$ cat config.mk
export PLATFORM = sky130hd
export DESIGN_NAME = timer_channel
export DESIGN_NICKNAME = d
export VERILOG_FILES = /design/src/rtl/tmr_pkg.sv /design/src/rtl/tmr_sel_reg.sv /design/src/rtl/tmr_gr_slot.sv /design/src/rtl/tmr_counter.sv /design/src/rtl/timer_channel.sv
export SDC_FILE = /design/constraint.sdc
export NUM_CORES = 1
export LEC_CHECK = 0
export BUFFER_PORTS_ARGS = -buffer_cell sky130_fd_sc_hd__buf_2
export CAP_MARGIN = 10
export CORE_ASPECT_RATIO = 1.4
export CORE_MARGIN = 2
export CORE_UTILIZATION = 55
export CTS_BUF_LIST = sky130_fd_sc_hd__clkbuf_8
export DETAILED_ROUTE_END_ITERATION = 16
export PLACE_DENSITY = 0.82
export SLEW_MARGIN = 20
export SYNTH_ARGS = -nofsm -noshare
export SYNTH_HDL_FRONTEND = slang
export SYNTH_SLANG_ARGS = --single-unit
$ cat constraint.sdc
create_clock -name clk -period 2.55 [get_ports clk]
set_input_delay 0.51 -clock clk [delete_from_list [all_inputs] [get_ports clk]]
set_output_delay 0.51 -clock clk [all_outputs]
set_load 0.005 [all_outputs]
$ cat src/rtl/tmr_pkg.sv
// Shared definitions for the timer channel: clear-select codes and the
// decode helpers that map a code to a clear source.
// Assumes four general registers, indexed A=0, B=1, C=2, D=3.
package tmr_pkg;

    localparam int unsigned GR_COUNT = 4;
    localparam int unsigned SEL_W    = 3;

    typedef enum logic [SEL_W-1:0] {
        CLR_NONE     = 3'b000,
        CLR_ON_A     = 3'b001,
        CLR_ON_B     = 3'b010,
        CLR_GROUP    = 3'b011,
        CLR_NONE_ALT = 3'b100,
        CLR_ON_C     = 3'b101,
        CLR_ON_D     = 3'b110,
        CLR_GROUP_2  = 3'b111
    } clr_sel_e;

    // Returns a one-hot mask of the register whose event clears the counter.
    function automatic logic [GR_COUNT-1:0] own_src_mask(input logic [SEL_W-1:0] code);
        logic [GR_COUNT-1:0] m;
        case (clr_sel_e'(code))
            CLR_ON_A: m = 4'b0001;
            CLR_ON_B: m = 4'b0010;
            CLR_ON_C: m = 4'b0100;
            CLR_ON_D: m = 4'b1000;
            default:  m = 4'b0000;
        endcase
        return m;
    endfunction

    // True when the code makes the counter follow the group clear pulse.
    function automatic logic is_group_code(input logic [SEL_W-1:0] code);
        return (clr_sel_e'(code) == CLR_GROUP) || (clr_sel_e'(code) == CLR_GROUP_2);
    endfunction

endpackage

$ cat src/rtl/tmr_sel_reg.sv
// Clear-select storage. With FULL_SEL=1 it stores all three bits.
// With FULL_SEL=0 the top bit is not stored, reads as zero and drops writes.
// Assumes a synchronous active-low reset to code 000.
module tmr_sel_reg
    import tmr_pkg::*;
#(
    parameter bit FULL_SEL = 1'b1
) (
    input  logic             clk,
    input  logic             rst_n,
    input  logic             we_i,
    input  logic [SEL_W-1:0] wdata_i,
    output logic [SEL_W-1:0] sel_o
);

    localparam int unsigned LOW_W = SEL_W - 1;

    logic [LOW_W-1:0] low_q;

    // Holds the low bits that every variant keeps.
    always_ff @(posedge clk) begin
        if (!rst_n)    low_q <= '0;
        else if (we_i) low_q <= wdata_i[LOW_W-1:0];
    end

    generate
        if (FULL_SEL) begin : g_full
            logic top_q;
            // Holds the top bit that only the full variant has.
            always_ff @(posedge clk) begin
                if (!rst_n)    top_q <= 1'b0;
                else if (we_i) top_q <= wdata_i[SEL_W-1];
            end
            assign sel_o = {top_q, low_q};
        end else begin : g_reduced
            logic unused_top;
            assign unused_top = wdata_i[SEL_W-1];
            assign sel_o = {1'b0, low_q};
        end
    endgenerate

    AST_SEL_HOLD: assert property (@(posedge clk) disable iff (!rst_n)
        !we_i |=> $stable(sel_o));

endmodule

$ cat src/rtl/tmr_gr_slot.sv
// One general register. It either compares against the counter on each
// count strobe or captures the counter on a rising capture edge.
// When BUFFERABLE is set, buffer mode silences every event of this slot.
// A register write takes priority over a capture in the same cycle.
module tmr_gr_slot #(
    parameter int unsigned CNT_W      = 16,
    parameter bit          BUFFERABLE = 1'b0
) (
    input  logic             clk,
    input  logic             rst_n,
    input  logic             we_i,
    input  logic [CNT_W-1:0] wdata_i,
    input  logic             cap_mode_i,
    input  logic             buf_mode_i,
    input  logic             cap_i,
    input  logic             cnt_en_i,
    input  logic [CNT_W-1:0] cnt_i,
    output logic [CNT_W-1:0] gr_o,
    output logic             evt_o
);

    logic             cap_prev_q;
    logic             blocked;
    logic             cap_rise;
    logic             cap_evt;
    logic             cmp_evt;
    logic [CNT_W-1:0] gr_q;

    assign blocked  = BUFFERABLE ? buf_mode_i : 1'b0;
    assign cap_rise = cap_i & ~cap_prev_q;
    assign cap_evt  = cap_mode_i & cap_rise & ~blocked;
    assign cmp_evt  = ~cap_mode_i & cnt_en_i & (cnt_i == gr_q) & ~blocked;
    assign evt_o    = cap_evt | cmp_evt;
    assign gr_o     = gr_q;

    // Remembers the previous capture level for edge detection.
    always_ff @(posedge clk) begin
        if (!rst_n) cap_prev_q <= 1'b0;
        else        cap_prev_q <= cap_i;
    end

    // Updates the register from a write or a capture.
    always_ff @(posedge clk) begin
        if (!rst_n)       gr_q <= '1;
        else if (we_i)    gr_q <= wdata_i;
        else if (cap_evt) gr_q <= cnt_i;
    end

    AST_CAP_LATCH: assert property (@(posedge clk) disable iff (!rst_n)
        (cap_evt && !we_i) |=> (gr_o == $past(cnt_i)));

    AST_CAP_LEVEL: assert property (@(posedge clk) disable iff (!rst_n)
        (cap_mode_i && $past(cap_i) && cap_i) |-> !cap_evt);

endmodule

$ cat src/rtl/tmr_counter.sv
// The up-counter. A clear loads zero and overrides the count strobe.
// Without a clear, a strobe at all ones wraps to zero and registers a
// one-cycle overflow pulse that lines up with the zero value.
module tmr_counter #(
    parameter int unsigned CNT_W = 16
) (
    input  logic             clk,
    input  logic             rst_n,
    input  logic             cnt_en_i,
    input  logic             clr_i,
    output logic [CNT_W-1:0] cnt_o,
    output logic             ovf_o
);

    localparam logic [CNT_W-1:0] CNT_MAX = '1;

    logic [CNT_W-1:0] cnt_q;
    logic             ovf_q;

    // Advances, clears or holds the count.
    always_ff @(posedge clk) begin
        if (!rst_n)        cnt_q <= '0;
        else if (clr_i)    cnt_q <= '0;
        else if (cnt_en_i) cnt_q <= cnt_q + 1'b1;
    end

    // Flags a wrap that no clear pre-empted.
    always_ff @(posedge clk) begin
        if (!rst_n) ovf_q <= 1'b0;
        else        ovf_q <= cnt_en_i & ~clr_i & (cnt_q == CNT_MAX);
    end

    assign cnt_o = cnt_q;
    assign ovf_o = ovf_q;

    AST_COUNT_STEP: assert property (@(posedge clk) disable iff (!rst_n)
        (cnt_en_i && !clr_i) |=> (cnt_o == CNT_W'($past(cnt_o) + 1'b1)));

    AST_COUNT_HOLD: assert property (@(posedge clk) disable iff (!rst_n)
        (!cnt_en_i && !clr_i) |=> $stable(cnt_o));

    AST_CLR_LOAD: assert property (@(posedge clk) disable iff (!rst_n)
        clr_i |=> (cnt_o == '0));

    AST_OVF_ZERO: assert property (@(posedge clk) disable iff (!rst_n)
        ovf_o |-> (cnt_o == '0));

endmodule

$ cat src/rtl/timer_channel.sv
// Timer channel top. Connects the counter, the four general registers and
// the clear-select field. Decodes the clear source and drives the group
// clear pulse. Registers C and D (index 2, 3) are the only ones that can be
// buffered. Assumes cnt_en_i is already prescaled and all inputs are synchronous.
module timer_channel
    import tmr_pkg::*;
#(
    parameter int unsigned CNT_W    = 16,
    parameter bit          FULL_SEL = 1'b1
) (
    input  logic                      clk,
    input  logic                      rst_n,
    input  logic                      cnt_en_i,
    input  logic [GR_COUNT-1:0]       cap_i,
    input  logic [GR_COUNT-1:0]       cap_mode_i,
    input  logic                      buf_c_i,
    input  logic                      buf_d_i,
    input  logic [GR_COUNT-1:0]       gr_we_i,
    input  logic [CNT_W-1:0]          wdata_i,
    input  logic                      sel_we_i,
    input  logic [SEL_W-1:0]          sel_wdata_i,
    input  logic                      sync_en_i,
    input  logic                      sync_clr_i,
    output logic [CNT_W-1:0]          cnt_o,
    output logic [SEL_W-1:0]          sel_o,
    output logic [GR_COUNT*CNT_W-1:0] gr_o,
    output logic [GR_COUNT-1:0]       match_o,
    output logic                      ovf_o,
    output logic                      sync_clr_o
);

    localparam int unsigned FIRST_BUF = 2;

    logic [GR_COUNT-1:0] buf_vec;
    logic [GR_COUNT-1:0] evt;
    logic [GR_COUNT-1:0] match_q;
    logic [SEL_W-1:0]    sel_q;
    logic [CNT_W-1:0]    cnt;
    logic                own_clr;
    logic                grp_clr;
    logic                clr;
    logic                sync_out_q;

    assign buf_vec = {buf_d_i, buf_c_i, {FIRST_BUF{1'b0}}};

    tmr_sel_reg #(.FULL_SEL(FULL_SEL)) u_sel (
        .clk     (clk),
        .rst_n   (rst_n),
        .we_i    (sel_we_i),
        .wdata_i (sel_wdata_i),
        .sel_o   (sel_q)
    );

    generate
        for (genvar g = 0; g < GR_COUNT; g++) begin : g_slot
            tmr_gr_slot #(
                .CNT_W      (CNT_W),
                .BUFFERABLE (g >= FIRST_BUF)
            ) u_slot (
                .clk        (clk),
                .rst_n      (rst_n),
                .we_i       (gr_we_i[g]),
                .wdata_i    (wdata_i),
                .cap_mode_i (cap_mode_i[g]),
                .buf_mode_i (buf_vec[g]),
                .cap_i      (cap_i[g]),
                .cnt_en_i   (cnt_en_i),
                .cnt_i      (cnt),
                .gr_o       (gr_o[g*CNT_W +: CNT_W]),
                .evt_o      (evt[g])
            );
        end
    endgenerate

    assign own_clr = |(own_src_mask(sel_q) & evt);
    assign grp_clr = is_group_code(sel_q) & sync_en_i & sync_clr_i;
    assign clr     = own_clr | grp_clr;

    tmr_counter #(.CNT_W(CNT_W)) u_cnt (
        .clk      (clk),
        .rst_n    (rst_n),
        .cnt_en_i (cnt_en_i),
        .clr_i    (clr),
        .cnt_o    (cnt),
        .ovf_o    (ovf_o)
    );

    // Registers the per-register event flags.
    always_ff @(posedge clk) begin
        if (!rst_n) match_q <= '0;
        else        match_q <= evt;
    end

    // Sends a group clear only for clears this channel made itself.
    always_ff @(posedge clk) begin
        if (!rst_n) sync_out_q <= 1'b0;
        else        sync_out_q <= own_clr & sync_en_i;
    end

    assign cnt_o      = cnt;
    assign sel_o      = sel_q;
    assign match_o    = match_q;
    assign sync_clr_o = sync_out_q;

    AST_SYNC_OUT_ZERO: assert property (@(posedge clk) disable iff (!rst_n)
        sync_clr_o |-> (cnt_o == '0));

    AST_SYNC_NEEDS_EN: assert property (@(posedge clk) disable iff (!rst_n)
        !sync_en_i |=> !sync_clr_o);

    AST_BUF_C_QUIET: assert property (@(posedge clk) disable iff (!rst_n)
        buf_c_i |=> !match_o[2]);

    AST_BUF_D_QUIET: assert property (@(posedge clk) disable iff (!rst_n)
        buf_d_i |=> !match_o[3]);

    AST_GROUP_CLR: assert property (@(posedge clk) disable iff (!rst_n)
        (sync_clr_i && sync_en_i && is_group_code(sel_o)) |=> (cnt_o == '0));

endmodule

==> results of run 1 <==
layout make-up:
class                           instances  area, um2
Clock buffer                           10      137.6
Clock inverter                          6      102.6
Fill cell                             712       3022
Inverter                                5      18.77
Multi-Input combinational cell        383       3000
Sequential cell                        93       1863
Tap cell                              107      133.9
Timing Repair Buffer                  139      750.7
cell usage in the layout, fill, tap and decap left out, drive strengths merged:
cell type    n
nand3b       1
nor4         5
mux2i       68
and3         4
o31a         1
nand4b       1
nor2b        7
nor2         9
mux2        60
nand4       12
nor3        21
inv          7
nand2b       2
o21ai        1
o211a        1
nand3       10
clkinv       1
nor4b        2
o211ai       1
a21oi        7
and4         1
ha           4
o21a         1
buf        139
xnor2       47
xor2        32
nor4bb       2
a31oi        2
clkbuf      10
nand2       76
and2         5
bufinv       3
dfxtp       93
worst register-to-register path: stages (launching register included):
cell	delay (ns)
dfxtp_1	0.65
xor2_1	0.17
nor4_1	0.37
nand3_1	0.16
o31a_1	0.29
a31oi_4	0.46
nor3_1	0.14
Yosys cell counts (2+ instances only):
library cell | count | share of area [%]
mux2i_1 | 68 | 13
and2_1 | 5 | 0.61
nor4_1 | 5 | 0.61
a21oi_1 | 6 | 0.59
nand3_1 | 10 | 0.98
buf_4 | 4 | 0.59
ha_1 | 4 | 0.98
buf_2 | 13 | 1.3
mux2_2 | 60 | 13
and3_1 | 4 | 0.49
dfxtp_1 | 93 | 37
xor2_1 | 32 | 5.5
buf_1 | 3 | 0.22
clkbuf_1 | 16 | 1.2
inv_1 | 5 | 0.37
nor4bb_1 | 2 | 0.39
nand2_1 | 76 | 5.6
nor2b_1 | 7 | 0.86
nor3_1 | 21 | 2.1
nand4_1 | 12 | 1.5
xnor2_1 | 47 | 8.1
nor2_1 | 9 | 0.66
buf_6 | 6 | 1.3
nand2b_1 | 2 | 0.25
logic make-up after synthesis:
| family | after synthesis |
|---|---|
| AND/OR/NAND/NOR | 158 |
| multiplexers | 128 |
| adder cells (fa/ha/maj) | 4 |
| AO/OA/AOI/OAI | 14 |
| buffers and inverters | 48 |
| XOR/XNOR | 79 |
| flip-flops | 93 |
registers in the layout, indices dropped and copies added, names as in the netlist:
name,cells
g_slot.u_slot.gr_o,64
u_cnt.cnt_o,16
g_slot.u_slot.cap_prev_q,4
match_o,4
u_sel.low_q,2
sync_clr_o,1
u_cnt.ovf_o,1
u_sel.g_full.top_q,1
power groups by stage:
stage               Combinational, mW  Sequential, mW  Clock [mW]
CTS                             0.574            1.64        1.20
floorplan                       0.364            1.65           0
detailed placement              0.569            1.67           0
finish                          0.576            1.64        1.20
global placement                0.555            1.67           0
global route                    0.620            1.65        1.26
through the flow:
step / hold WS, ns / instance area [um2]
final: 0.3404 / 6007
after global routing: 0.3452 / 6007
after CTS: 0.3358 / 6006
after detailed placement: 0.5660 / 5766
after global placement: 0.5674 / 5766
after floorplan: 0.5331 / 5100
final timing paths:
path,start,cells past startpoint,slack [ns],end
max,u_cnt.cnt_o[7],6,0.17,u_cnt.cnt_o[2]
min,cap_i[1],2,0.34,g_slot[1].u_slot.cap_prev_q
max reg2reg,u_cnt.cnt_o[7],6,0.17,u_cnt.cnt_o[2]
min reg2reg,u_sel.low_q[1],2,0.58,u_sel.low_q[1]
layer usage:
layer  vias up  track usage (%)  share of wire [%]
li1       1998                -                  -
met1      2096            35.98                 40
met2       213            49.17                 50
met3        40            4.698                6.7
met4         0            14.29                3.6
met5         -                0                  0
repair_timing:
| item | 4_1_cts | 5_1_grt |
|---|---|---|
| setup buffers | 0 | 0 |
| hold buffers | 0 | 0 |
| endpoints found under the setup margin | 0 | 2 |
| resized for setup | 0 | 1 |
==> run_results.csv, run 1 <==
group,metric,value,unit
power_and_ir_drop,p_per_area,568.1,nW/um2
clocking,cts_buffers,9,
power_and_ir_drop,pwr-share-clk,35.1,%
final_layout,area_growth,17.79,%
floorplanning,start_util,56.49,%
logic_synthesis,synth_cells,524,
power_and_ir_drop,switching_share,26.48,%
floorplanning,die_h,117.9,um
route,ant_nets,0,
place,dpl_worst_slack,0.2424,ns
power_and_ir_drop,power_frac_seq,48.1,%
logic_synthesis,ys_seq_area_share,36.51,%
timing,grt_setup_unrepaired,"no",
logic_synthesis,ys.flop_type,"dfxtp_1",
timing,relSlewSlack,60.19,%
power_and_ir_drop,switching_power,0.9035,mW
route,drt-total-wl,14740,um
logic_synthesis,synth_fa_ha_area_share,0.9814,%
route,num_vias,4347,
final_layout,fin_util,66.53,%
logic_synthesis,synth_seq_cells,93,
logic_synthesis,synth_top_family_by_area,"multiplexers",
timing,hold_violations,0,
final_layout,fin_cells,743,
place,port_buffers,127,
timing,fmax,420.4,MHz
clocking,clock_latency,0.38,ns
global_route,grt_usage,29.32,%
power_and_ir_drop,p_int,2.509,mW
final_layout,diodes,0,
timing,maxSlewViolCount,0,
global_route,overflow,0,
logic_synthesis,muxShareOfSynthArea,26.59,%
power_and_ir_drop,ir_worst_vdd,0.0003958,V
clocking,cts-root-buf,"clkbuf_8",
logic_synthesis,yosys.area_share.simple,14.94,%
timing,worst_slack,0.1711,ns
logic_synthesis,synth.avg_cell_area,9.733,um2
logic_synthesis,yosysUniqueCellTypes,38,
clocking,htreeDepth,3,
logic_synthesis,synth_edf_count,0,
timing,tightest_slew,0.5964,ns
worst_setup_path,max_stage_delay,0.65,ns
clocking,cts_tree,"built",
timing,fin_crit,2.379,ns
logic_synthesis,synth_xor_area_share,13.57,%
clocking,path_clk_slew,0.09,ns
route,first_pass_iters,5,
logic_synthesis,synth_fp_nets,567,
worst_setup_path,cpMaxStageDelayCell,"dfxtp_1",
worst_setup_path,end_kind,"flip-flop",
worst_setup_path,critPathLaunchType,"flip-flop",
logic_synthesis,ys_warn_count,0,
worst_setup_path,cp.required,2.80,ns
clocking,clock-sinks,93,
global_route,grt_max_degree,65,
final_layout,drive_gt1_share,34.59,%
logic_synthesis,syn_area,5100,um2
route,post-route-drc-count,0,
global_route,grt_pass1_wl,23020,um
floorplanning,core_region_area,9029,um2
timing,clock_skew,0.01098,ns
worst_setup_path,crit_path_cell_trace,"xor2_1, nor4_1, nand3_1, o31a_1, a31oi_4, nor3_1",
clocking,clockBufferDepth,2,
logic_synthesis,synth_compound_area_share,2.159,%
floorplanning,die-width,85.39,um
worst_setup_path,worstSetupPathType,"reg -> reg",
route,vias_per_cell,5.851,
floorplanning,core.rowCount,41,
floorplanning,io_pins,128,
power_and_ir_drop,pwr-share-comb,16.9,%
floorplanning,die_area,10070,um2
place,gp_congestion,0.9196,
worst_setup_path,path_max_fanout,18,
worst_setup_path,worstPathArrival,2.63,ns
logic_synthesis,synthArstFlopShare,0,%
final_layout,nets,674,
min_path,hp-class,"in -> reg",
run,drv_cap,0,
run_status,status,"completed",
worst_setup_path,cp_num_buf_inv,0,
route,routedWlPerCell,19.84,um
timing,setup_viol,0,
worst_setup_path,crit_family,"compound AO/OA/AOI/OAI gates",
timing,fin_crit_sh,93.29,%
power_and_ir_drop,p_leak,2.585,nW
global_route,antenna_found_initial,0,
route,drt_iter0_markers,385,
timing,setup-tns-final,0,ns
place,dpl.hpwl,10720,um
global_route,grt_pass1_vias,4354,
power_and_ir_drop,p_total,3.412,mW
place,dp_cells,727,
Note: power is estimated with default switching activity, not from simulation.
==> run 2: changes to the inputs <==
- RECOVER_POWER: default -> 25
==> run 2 against run 1 <==
Critical path depth did not move; fmax is 1.8% lower; global-route usage unchanged; highest routed layer unchanged; total power about the same; critical endpoint is now u_cnt.cnt_o[11].
==> run_results.csv, run 2 (synthesis results as in run 1) <==
group,metric,value,unit
timing,tightest_slew,1.281,ns
global_route,grt_pass1_wl,23020,um
timing,fmax,412.9,MHz
timing,grt_setup_unrepaired,"no",
clocking,clockBufferDepth,2,
min_path,hp-class,"in -> reg",
worst_setup_path,max_stage_delay,0.65,ns
floorplanning,die_area,10070,um2
timing,clock_skew,0.01338,ns
worst_setup_path,cp.required,2.80,ns
power_and_ir_drop,p_per_area,570.9,nW/um2
clocking,cts_tree,"built",
final_layout,area_growth,17.15,%
route,vias_per_cell,5.869,
global_route,grt_max_degree,65,
power_and_ir_drop,pwr-share-clk,35.2,%
timing,setup_viol,0,
final_layout,drive_gt1_share,32.70,%
place,dpl.hpwl,10720,um
worst_setup_path,critPathLaunchType,"flip-flop",
clocking,clock_latency,0.39,ns
clocking,clock-sinks,93,
final_layout,final_cell_mix,"116 x buf_2, 92 x dfxtp_1, 76 x nand2_1",
worst_setup_path,end_kind,"flip-flop",
route,routedWlPerCell,19.77,um
floorplanning,core_region_area,9029,um2
timing,fin_crit_sh,94.98,%
power_and_ir_drop,pwr-share-comb,16.7,%
clocking,cts_setup_buffers,0,
floorplanning,start_util,56.49,%
clocking,path_clk_slew,0.09,ns
power_and_ir_drop,switching_share,26.57,%
global_route,grt_usage,29.32,%
floorplanning,core.rowCount,41,
floorplanning,die-width,85.39,um
power_and_ir_drop,ir_worst_vdd,0.0003968,V
route,post-route-drc-count,0,
route,first_pass_iters,7,
power_and_ir_drop,p_leak,2.549,nW
global_route,grt_pass1_vias,4354,
worst_setup_path,worstPathArrival,2.67,ns
route,ant_nets,0,
final_layout,nets,674,
final_layout,mostFrequentLayoutCell,"buf_2",
floorplanning,io_pins,128,
run,drv_cap,0,
global_route,overflow,0,
route,num_vias,4361,
worst_setup_path,path_max_fanout,18,
final_layout,fillers,719,
timing,fin_crit,2.422,ns
final_layout,fin_util,66.17,%
global_route,antenna_found_initial,0,
worst_setup_path,worstSetupPathType,"reg -> reg",
clocking,cts_buffers,9,
route,drt-total-wl,14690,um
clocking,cts-root-buf,"clkbuf_8",
place,gp_congestion,0.9196,
timing,hold_violations,0,
worst_setup_path,cpMaxStageDelayCell,"dfxtp_1",
timing,maxSlewViolCount,0,
timing,relSlewSlack,14.61,%
final_layout,largest_reg_flops,64,
route,drt_iter0_markers,337,
final_layout,diodes,0,
clocking,htreeDepth,3,
floorplanning,die_h,117.9,um
run_status,status,"completed",
worst_setup_path,rrSetupSlack,0.13,ns
power_and_ir_drop,switching_power,0.9063,mW
worst_setup_path,crit_path_cell_trace,"xor2_1, nor4_1, nand3_1, o31a_1, a31oi_4, nor3_1",
timing,setup-tns-final,0,ns
power_and_ir_drop,power_frac_seq,48.1,%
power_and_ir_drop,p_int,2.505,mW
place,port_buffers,127,
-- run 2: changes by cell type in the layout (fill, tap and decap cells not counted) --
cell / previous run / this run
and2_0: 0 / 1
buf_4: 10 / 9
buf_12: 2 / 1
and2_1: 5 / 4
clkbuf_1: 0 / 11
clkbuf_2: 0 / 1
buf_2: 127 / 116
buf_1: 0 / 1
-- run 2: repair_timing --
| action | 4_1_cts | 5_1_grt |
|---|---|---|
| gates resized for setup | 0 | 1 |
| hold buffers | 0 | 0 |
| endpoints found under the setup margin | 0 | 2 |
-- run 2: cell type report --
type	count	area, um2	area share [%]
Sequential cell	93	1863	31.18
Clock inverter	6	102.6	1.717
Tap cell	107	133.9	2.241
Clock buffer	10	137.6	2.304
Timing Repair Buffer	139	718.2	12.02
Inverter	5	18.77	0.3141
Multi-Input combinational cell	383	3000	50.22
-- run 2: through the flow --
stage / total power [mW] / area (um2) / hold WS [ns] / setup WS (ns) / std cells
after global placement: 2.221 / 5766 / 0.5674 / 0.2951 / 727
after detailed placement: 2.238 / 5766 / 0.5660 / 0.2424 / 727
final: 3.411 / 5974 / 0.3414 / 0.1280 / 743
after global routing: 3.521 / 5974 / 0.3452 / 0.01665 / 743
after floorplan: 2.011 / 5100 / 0.5331 / 0.6435 / 524
after CTS: 3.411 / 6006 / 0.3358 / 0.2291 / 743
-- run 2: path summary, 6_finish.rpt --
check,startpoint,to,depth (start not counted)
min reg2reg,u_sel.low_q[1],u_sel.low_q[1],2
max reg2reg,u_cnt.cnt_o[7],u_cnt.cnt_o[11],6
max,u_cnt.cnt_o[7],u_cnt.cnt_o[11],6
min,cap_i[1],g_slot[1].u_slot.cap_prev_q,2
-- run 2: worst max-delay path, delay by kind of cell (launching register included) --
kind	cells	cell delay (ns)
XOR/XNOR	1	0.17
flip-flops	1	0.65
AO/OA/AOI/OAI	2	0.76
AND/OR/NAND/NOR	3	0.70
-- run 2: power groups by stage --
stage / Clock (mW) / Combinational, mW / Sequential, mW
4_1_cts: 1.20 / 0.574 / 1.64
2_1_floorplan: 0 / 0.364 / 1.65
5_1_grt: 1.26 / 0.614 / 1.65
3_5_place_dp: 0 / 0.569 / 1.67
3_3_place_gp: 0 / 0.555 / 1.67
6_report: 1.20 / 0.569 / 1.64
-- run 2: per-layer routing --
| metal | track usage (%) | up-vias | part of all wire [%] |
|---|---|---|---|
| met4 | 14.29 | 0 | 4.0 |
| met5 | 0 | - | 0 |
| met2 | 49.17 | 244 | 50 |
| li1 | - | 1999 | - |
| met3 | 4.698 | 49 | 7.4 |
| met1 | 35.98 | 2069 | 38 |
